**config.mk**
```make
export PLATFORM = sky130hd
export DESIGN_NAME = rst_boot_ctrl
export DESIGN_NICKNAME = d
export VERILOG_FILES = /design/src/rtl/rbc_pkg.sv /design/src/rtl/bod_filter.sv /design/src/rtl/rst_seq.sv /design/src/rtl/bank_map.sv /design/src/rtl/rst_boot_ctrl.sv
export SDC_FILE = /design/constraint.sdc
export NUM_CORES = 1
export LEC_CHECK = 0
export BUFFER_PORTS_ARGS = -buffer_cell sky130_fd_sc_hd__buf_2
export CAP_MARGIN = 20
export CORE_MARGIN = 10
export CORE_UTILIZATION = 39
export DETAILED_ROUTE_END_ITERATION = 8
export GPL_ROUTABILITY_DRIVEN = 0
export GPL_TIMING_DRIVEN = 1
export HOLD_SLACK_MARGIN = 0.05
export PLACE_DENSITY = 0.81
export SLEW_MARGIN = 40
export SYNTH_ARGS = -nofsm -noshare
export SYNTH_HDL_FRONTEND = slang
export SYNTH_SLANG_ARGS = --single-unit
```
**constraint.sdc**
```tcl
create_clock -name clk -period 2 [get_ports clk]
set_input_delay 0.1 -clock clk [delete_from_list [all_inputs] [get_ports clk]]
set_output_delay 0.1 -clock clk [all_outputs]
set_load 0.02 [all_outputs]
```
**src/rtl/rbc_pkg.sv**
```systemverilog
package rbc_pkg;

    localparam int          ADDR_W    = 16;
    localparam int          BOOT_AW   = 13;
    localparam int          FILT_N    = 4;
    localparam int          STRETCH_N = 16;
    localparam logic [15:0] BO_VEC    = 16'h004B;

    typedef enum logic [2:0] {
        SRC_NONE,
        SRC_EXT,
        SRC_WDT,
        SRC_BOR,
        SRC_SW
    } rst_src_e;

    typedef struct packed {
        logic swr;
        logic bsel;
    } bank_bits_t;

    // Priority pick among the non-power-on sources.
    function automatic rst_src_e pick_src(logic ext, logic wdt, logic bor, logic sw);
        if (ext)      return SRC_EXT;
        else if (wdt) return SRC_WDT;
        else if (bor) return SRC_BOR;
        else if (sw)  return SRC_SW;
        else          return SRC_NONE;
    endfunction

    function automatic bank_bits_t apply_src(rst_src_e s, bank_bits_t cur);
        bank_bits_t nxt;
        nxt = cur;
        case (s)
            SRC_EXT:          nxt = '{swr: 1'b0, bsel: 1'b0};
            SRC_WDT, SRC_BOR: nxt.bsel = 1'b0;
            SRC_SW:           nxt = '{swr: 1'b1, bsel: 1'b0};
            default:          nxt = cur;
        endcase
        return nxt;
    endfunction

endpackage

```
**src/rtl/bod_filter.sv**
```systemverilog
module bod_filter #(
    parameter int FILT_N = rbc_pkg::FILT_N
) (
    input  logic clk,
    input  logic rst,
    input  logic vlow_i,
    output logic qual_o
);
    localparam int CW = $clog2(FILT_N + 1);

    logic [CW-1:0] run_cnt;

    always_ff @(posedge clk) begin
        if (rst)
            run_cnt <= '0;
        else if (!vlow_i)
            run_cnt <= '0;
        else if (run_cnt != CW'(FILT_N))
            run_cnt <= run_cnt + 1'b1;
    end

    assign qual_o = (run_cnt == CW'(FILT_N));

    // the qualifier only rises while the flag is still low-supply
    p_rise_needs_vlow_r1: assert property (@(posedge clk) disable iff (rst)
        $rose(qual_o) |-> $past(vlow_i));
    // a healthy supply sample drops the qualifier
    p_drop_on_good_r1: assert property (@(posedge clk) disable iff (rst)
        !vlow_i |=> !qual_o);

endmodule

```
**src/rtl/rst_seq.sv**
```systemverilog
module rst_seq
    import rbc_pkg::*;
#(
    parameter int STRETCH_N = rbc_pkg::STRETCH_N
) (
    input  logic       clk,
    input  logic       rst,
    input  logic       ext_i,
    input  logic       wdt_i,
    input  logic       bor_i,
    input  logic       sw_i,
    input  logic       bsel_we_i,
    input  logic       bsel_d_i,
    output bank_bits_t bits_o,
    output logic       core_rst_o
);
    localparam int SW_CNT = $clog2(STRETCH_N + 1);

    rst_src_e          src;
    logic              any_src;
    bank_bits_t        bits_q;
    logic [SW_CNT-1:0] hold_cnt;

    always_comb begin
        src     = pick_src(ext_i, wdt_i, bor_i, sw_i);
        any_src = (src != SRC_NONE);
    end

    always_ff @(posedge clk) begin
        if (rst)
            bits_q <= '{swr: 1'b0, bsel: 1'b0};
        else if (any_src)
            bits_q <= apply_src(src, bits_q);
        else if (bsel_we_i)
            bits_q.bsel <= bsel_d_i;
    end

    always_ff @(posedge clk) begin
        if (rst || any_src)
            hold_cnt <= SW_CNT'(STRETCH_N);
        else if (hold_cnt != '0)
            hold_cnt <= hold_cnt - 1'b1;
    end

    assign bits_o     = bits_q;
    assign core_rst_o = (hold_cnt != '0);

    p_ext_clears_r4: assert property (@(posedge clk) disable iff (rst)
        ext_i |=> (!bits_o.swr && !bits_o.bsel));
    p_src_clears_bsel_r5: assert property (@(posedge clk) disable iff (rst)
        (ext_i || wdt_i || bor_i || sw_i) |=> !bits_o.bsel);
    p_wdt_keeps_swr_r5: assert property (@(posedge clk) disable iff (rst)
        (wdt_i && !ext_i) |=> (bits_o.swr == $past(bits_o.swr)));
    p_sw_sets_swr_r6: assert property (@(posedge clk) disable iff (rst)
        (sw_i && !ext_i && !wdt_i && !bor_i) |=> bits_o.swr);
    p_rst_follows_src_r9: assert property (@(posedge clk) disable iff (rst)
        (ext_i || wdt_i || bor_i || sw_i) |=> core_rst_o);
    p_no_early_release_r9: assert property (@(posedge clk) disable iff (rst)
        $fell(core_rst_o) |-> !$past(ext_i || wdt_i || bor_i || sw_i));

endmodule

```
**src/rtl/bank_map.sv**
```systemverilog
module bank_map
    import rbc_pkg::*;
#(
    parameter int ADDR_W  = rbc_pkg::ADDR_W,
    parameter int BOOT_AW = rbc_pkg::BOOT_AW
) (
    input  logic [ADDR_W-1:0] addr_i,
    input  bank_bits_t        bits_i,
    output logic              boot_sel_o
);
    localparam int HI_W = ADDR_W - BOOT_AW;

    logic low_window;

    assign low_window = (addr_i[ADDR_W-1:BOOT_AW] == HI_W'(0));
    assign boot_sel_o = low_window && !bits_i.swr && !bits_i.bsel;

endmodule

```
**src/rtl/rst_boot_ctrl.sv**
```systemverilog
module rst_boot_ctrl
    import rbc_pkg::*;
#(
    parameter int ADDR_W    = rbc_pkg::ADDR_W,
    parameter int BOOT_AW   = rbc_pkg::BOOT_AW,
    parameter int FILT_N    = rbc_pkg::FILT_N,
    parameter int STRETCH_N = rbc_pkg::STRETCH_N
) (
    input  logic              clk,
    input  logic              por_i,
    input  logic              ext_rst_i,
    input  logic              wdt_i,
    input  logic              swr_req_i,
    input  logic              vlow_i,
    input  logic              bo_ie_i,
    input  logic              bsel_we_i,
    input  logic              bsel_d_i,
    input  logic [ADDR_W-1:0] fetch_addr_i,
    output logic              core_rst_o,
    output logic              bo_irq_o,
    output logic [15:0]       bo_vec_o,
    output logic              swr_o,
    output logic              bsel_o,
    output logic              boot_sel_o
);
    logic       bo_qual;
    logic       bor_src;
    bank_bits_t bits;

    bod_filter #(.FILT_N(FILT_N)) u_filt (
        .clk    (clk),
        .rst    (por_i),
        .vlow_i (vlow_i),
        .qual_o (bo_qual)
    );

    assign bor_src  = bo_qual && !bo_ie_i;
    assign bo_irq_o = bo_qual && bo_ie_i;
    assign bo_vec_o = bo_irq_o ? BO_VEC : 16'h0000;

    rst_seq #(.STRETCH_N(STRETCH_N)) u_seq (
        .clk        (clk),
        .rst        (por_i),
        .ext_i      (ext_rst_i),
        .wdt_i      (wdt_i),
        .bor_i      (bor_src),
        .sw_i       (swr_req_i),
        .bsel_we_i  (bsel_we_i),
        .bsel_d_i   (bsel_d_i),
        .bits_o     (bits),
        .core_rst_o (core_rst_o)
    );

    bank_map #(.ADDR_W(ADDR_W), .BOOT_AW(BOOT_AW)) u_map (
        .addr_i     (fetch_addr_i),
        .bits_i     (bits),
        .boot_sel_o (boot_sel_o)
    );

    assign swr_o  = bits.swr;
    assign bsel_o = bits.bsel;

    // a brownout with the enable clear leads to a core reset
    p_bor_resets_r3: assert property (@(posedge clk) disable iff (por_i)
        (bo_qual && !bo_ie_i) |=> core_rst_o);

endmodule

```
==> reports/results.txt <==
Synth area leader: dfxtp_1
row count: 14
TNS Setup: 0 ns
Setup crit start: u_seq.hold_cnt[0]
drt total wl: 1300 microns
worst skew pair latency: 0.26 ns
DRT Pass-1 Iters: 2
R2R depth: 5
Critical Path RT: 1.90 ns
period utilization: 0.839
drt wl/cell: 12.0 microns
Register Area: 200 sq um
GRT Util Overall: 0.0750
synth unique cells: 24
initial antenna violation count: 0
f_max: 596 MHz
fill count: 156
critical path fanouts, max: 5
Power Total: 463 uW
First DRT Iteration DRCs: 4
crit path capture type: output pin
RSZ-0062 raised after global routing: false
LEAKAGE: 0.358 nW
Least-Margin Pin Slew: 0.531 ns
worst reg2reg setup slack: 0.55 ns
end-of-flow core utilization: 0.456
Worst setup SP type: flip-flop
Max H-tree Level: 1
Post-CTS Setup Repair Bufs: 0
CTS root buffer: clkbuf_4
boundary pin count: 46
largest net degree at the start of global routing: 7
Seq/Total Area, Yosys: 0.318
buffers added on ports: 20
outcome: complete, no violations
CTS hold repair buffers: 0
total CTS buffers: 3
CTS tree: done
Slew HR: 0.645
Die Ht: 60.2 microns
die area: 3620 sq um
Syn Std Cell Area: 629 sq um
maximum VDD drop: 0.546 mV
max cap viols: 0
Final setup viols: 0
Yosys top cell area share: 0.318
final hold viol count: 0
Seq cells post-synth: 10
pwr/cell area: 665 nW/um^2
Final #Nets: 123
Area Growth Syn to Fin: 10.5%
clk slew on worst S/H paths: 0.07 ns
vias: 498
Syn Inst Count: 75
final instance area: 696 sq um
CORE AREA: 1520 sq um
RR Startpoint: u_seq.hold_cnt[0]
Synth area leaders: dfxtp_1, buf_4, ha_1
CTS Sinks: 10
first-pass GRT wire length: 2140 microns
Final min period: 1.68 ns
hold crit path type: in -> reg
kind of critical path: reg -> out
Routed Antenna Nets: 0
post_cts resized: 0
crit path DAT: 1.58 ns
worst r2r dst: u_seq.hold_cnt[0]
DR vias/cell: 4.57
worst setup path endpoint: core_rst_o
layout cells sized above 1: 0.280
Final Max Slew Viols: 0
gr ovfl total: 0
Max Buffers Root-to-Sink: 2
area occupied by multi-input gates: 320 sq um
syn avg cell area: 8.39 sq um
# DRC: 0
Initial Utilization: 0.413
DP Area: 659 sq um
die width: 60.2 microns
vias in the first global route: 531
Post-DP HPWL: 1120 microns
Antenna Cells: 0
Ys Warns: 0
skew final: 0.00181 ns
==> cell usage after synthesis <==
library cell and n:
inv_1 5, or4_1 1, or3b_1 1, o211ai_1 1, nand2b_1 3, conb_1 1, a211oi_2 1, nor2_1 9
xnor2_1 2, xor2_1 1, and3_1 1, a21oi_1 2, dfxtp_1 10, ha_1 4, o21ai_0 2, or4b_4 1
mux2i_1 1, buf_6 1, buf_4 16, nor3_1 4, nand3b_1 1, nand2_1 5, nand3_1 1, a211o_1 1
==> flip-flops by register name (all words and copies together) (netlist names) <==
signal,count
u_seq.hold_cnt,5
u_filt.run_cnt,3
u_seq.bits_o,2
==> worst max-delay path: stages (launching register included) <==
cell	delay, ns
dfxtp_1	0.33
inv_1	0.08
ha_1	0.19
or4b_4	0.52
buf_2	0.19
==> layer usage <==
metal	wire (microns)	global-route usage	vias up
met2	719	0.151	16
met1	501	0.0639	229
li1	-	-	253
met3	83	0.0445	0
met4	0	0	0
met5	0	0	-
==> power by group <==
part | internal [mW] | leakage, nW | switching, mW
clock | 0.111 | 0.0210 | 0.0729
sequential | 0.205 | 0.0814 | 0.00510
combinational | 0.0245 | 0.255 | 0.0449
==> area by class of cell <==
| cell class | count | area share |
|---|---|---|
| Multi-Input combinational cell | 54 | 0.460 |
| Sequential cell | 10 | 0.288 |
| Timing Repair Buffer | 20 | 0.144 |
| Clock buffer | 4 | 0.0522 |
| Tap cell | 16 | 0.0288 |
| Inverter | 5 | 0.0270 |
==> cell usage in the layout, fill, tap and decap left out, drive strengths merged, types with 2 or more instances in the layout <==
master and count:
buf 20, o21ai 2, a21oi 2, conb 12, xnor2 2, nand2b 3, clkbuf 4, dfxtp 10
ha 4, nor3 4, inv 5, nand2 5, nor2 9
==> how the worst min path moves through the flow <==
| stage | slack [ns] | to | startpoint | cells after the start |
|---|---|---|---|---|
| 2_1_floorplan | 0.25 | u_seq.bits_o[0] | bsel_d_i | 2 |
| 3_3_place_gp | 0.34 | u_seq.bits_o[0] | bsel_d_i | 3 |
| 3_5_place_dp | 0.35 | u_seq.bits_o[0] | bsel_d_i | 3 |
| 4_1_cts | 0.07 | u_seq.bits_o[0] | bsel_d_i | 3 |
| 5_1_grt | 0.07 | u_seq.bits_o[0] | bsel_d_i | 3 |
| 6_report | 0.07 | u_seq.bits_o[0] | bsel_d_i | 3 |
==> metrics by stage <==
stage / instances / hold WS, ns / worst slack, ns
after CTS: 109 / 0.0721 / 0.306
final: 109 / 0.0733 / 0.323
after global routing: 109 / 0.0744 / 0.219
after detailed placement: 105 / 0.351 / 0.541
after floorplan: 86 / 0.247 / 0.551
after global placement: 105 / 0.338 / 0.576
==> cells by family after synthesis <==
kind of cell | synth area share
other | 0.00596
multiplexers | 0.0159
AND/OR/NAND/NOR | 0.223
AO/OA/AOI/OAI | 0.0775
buffers and inverters | 0.239
XOR/XNOR | 0.0418
adder cells (fa/ha/maj) | 0.0795
flip-flops | 0.318
No activity file was read; power rests on OpenSTA's default activity.
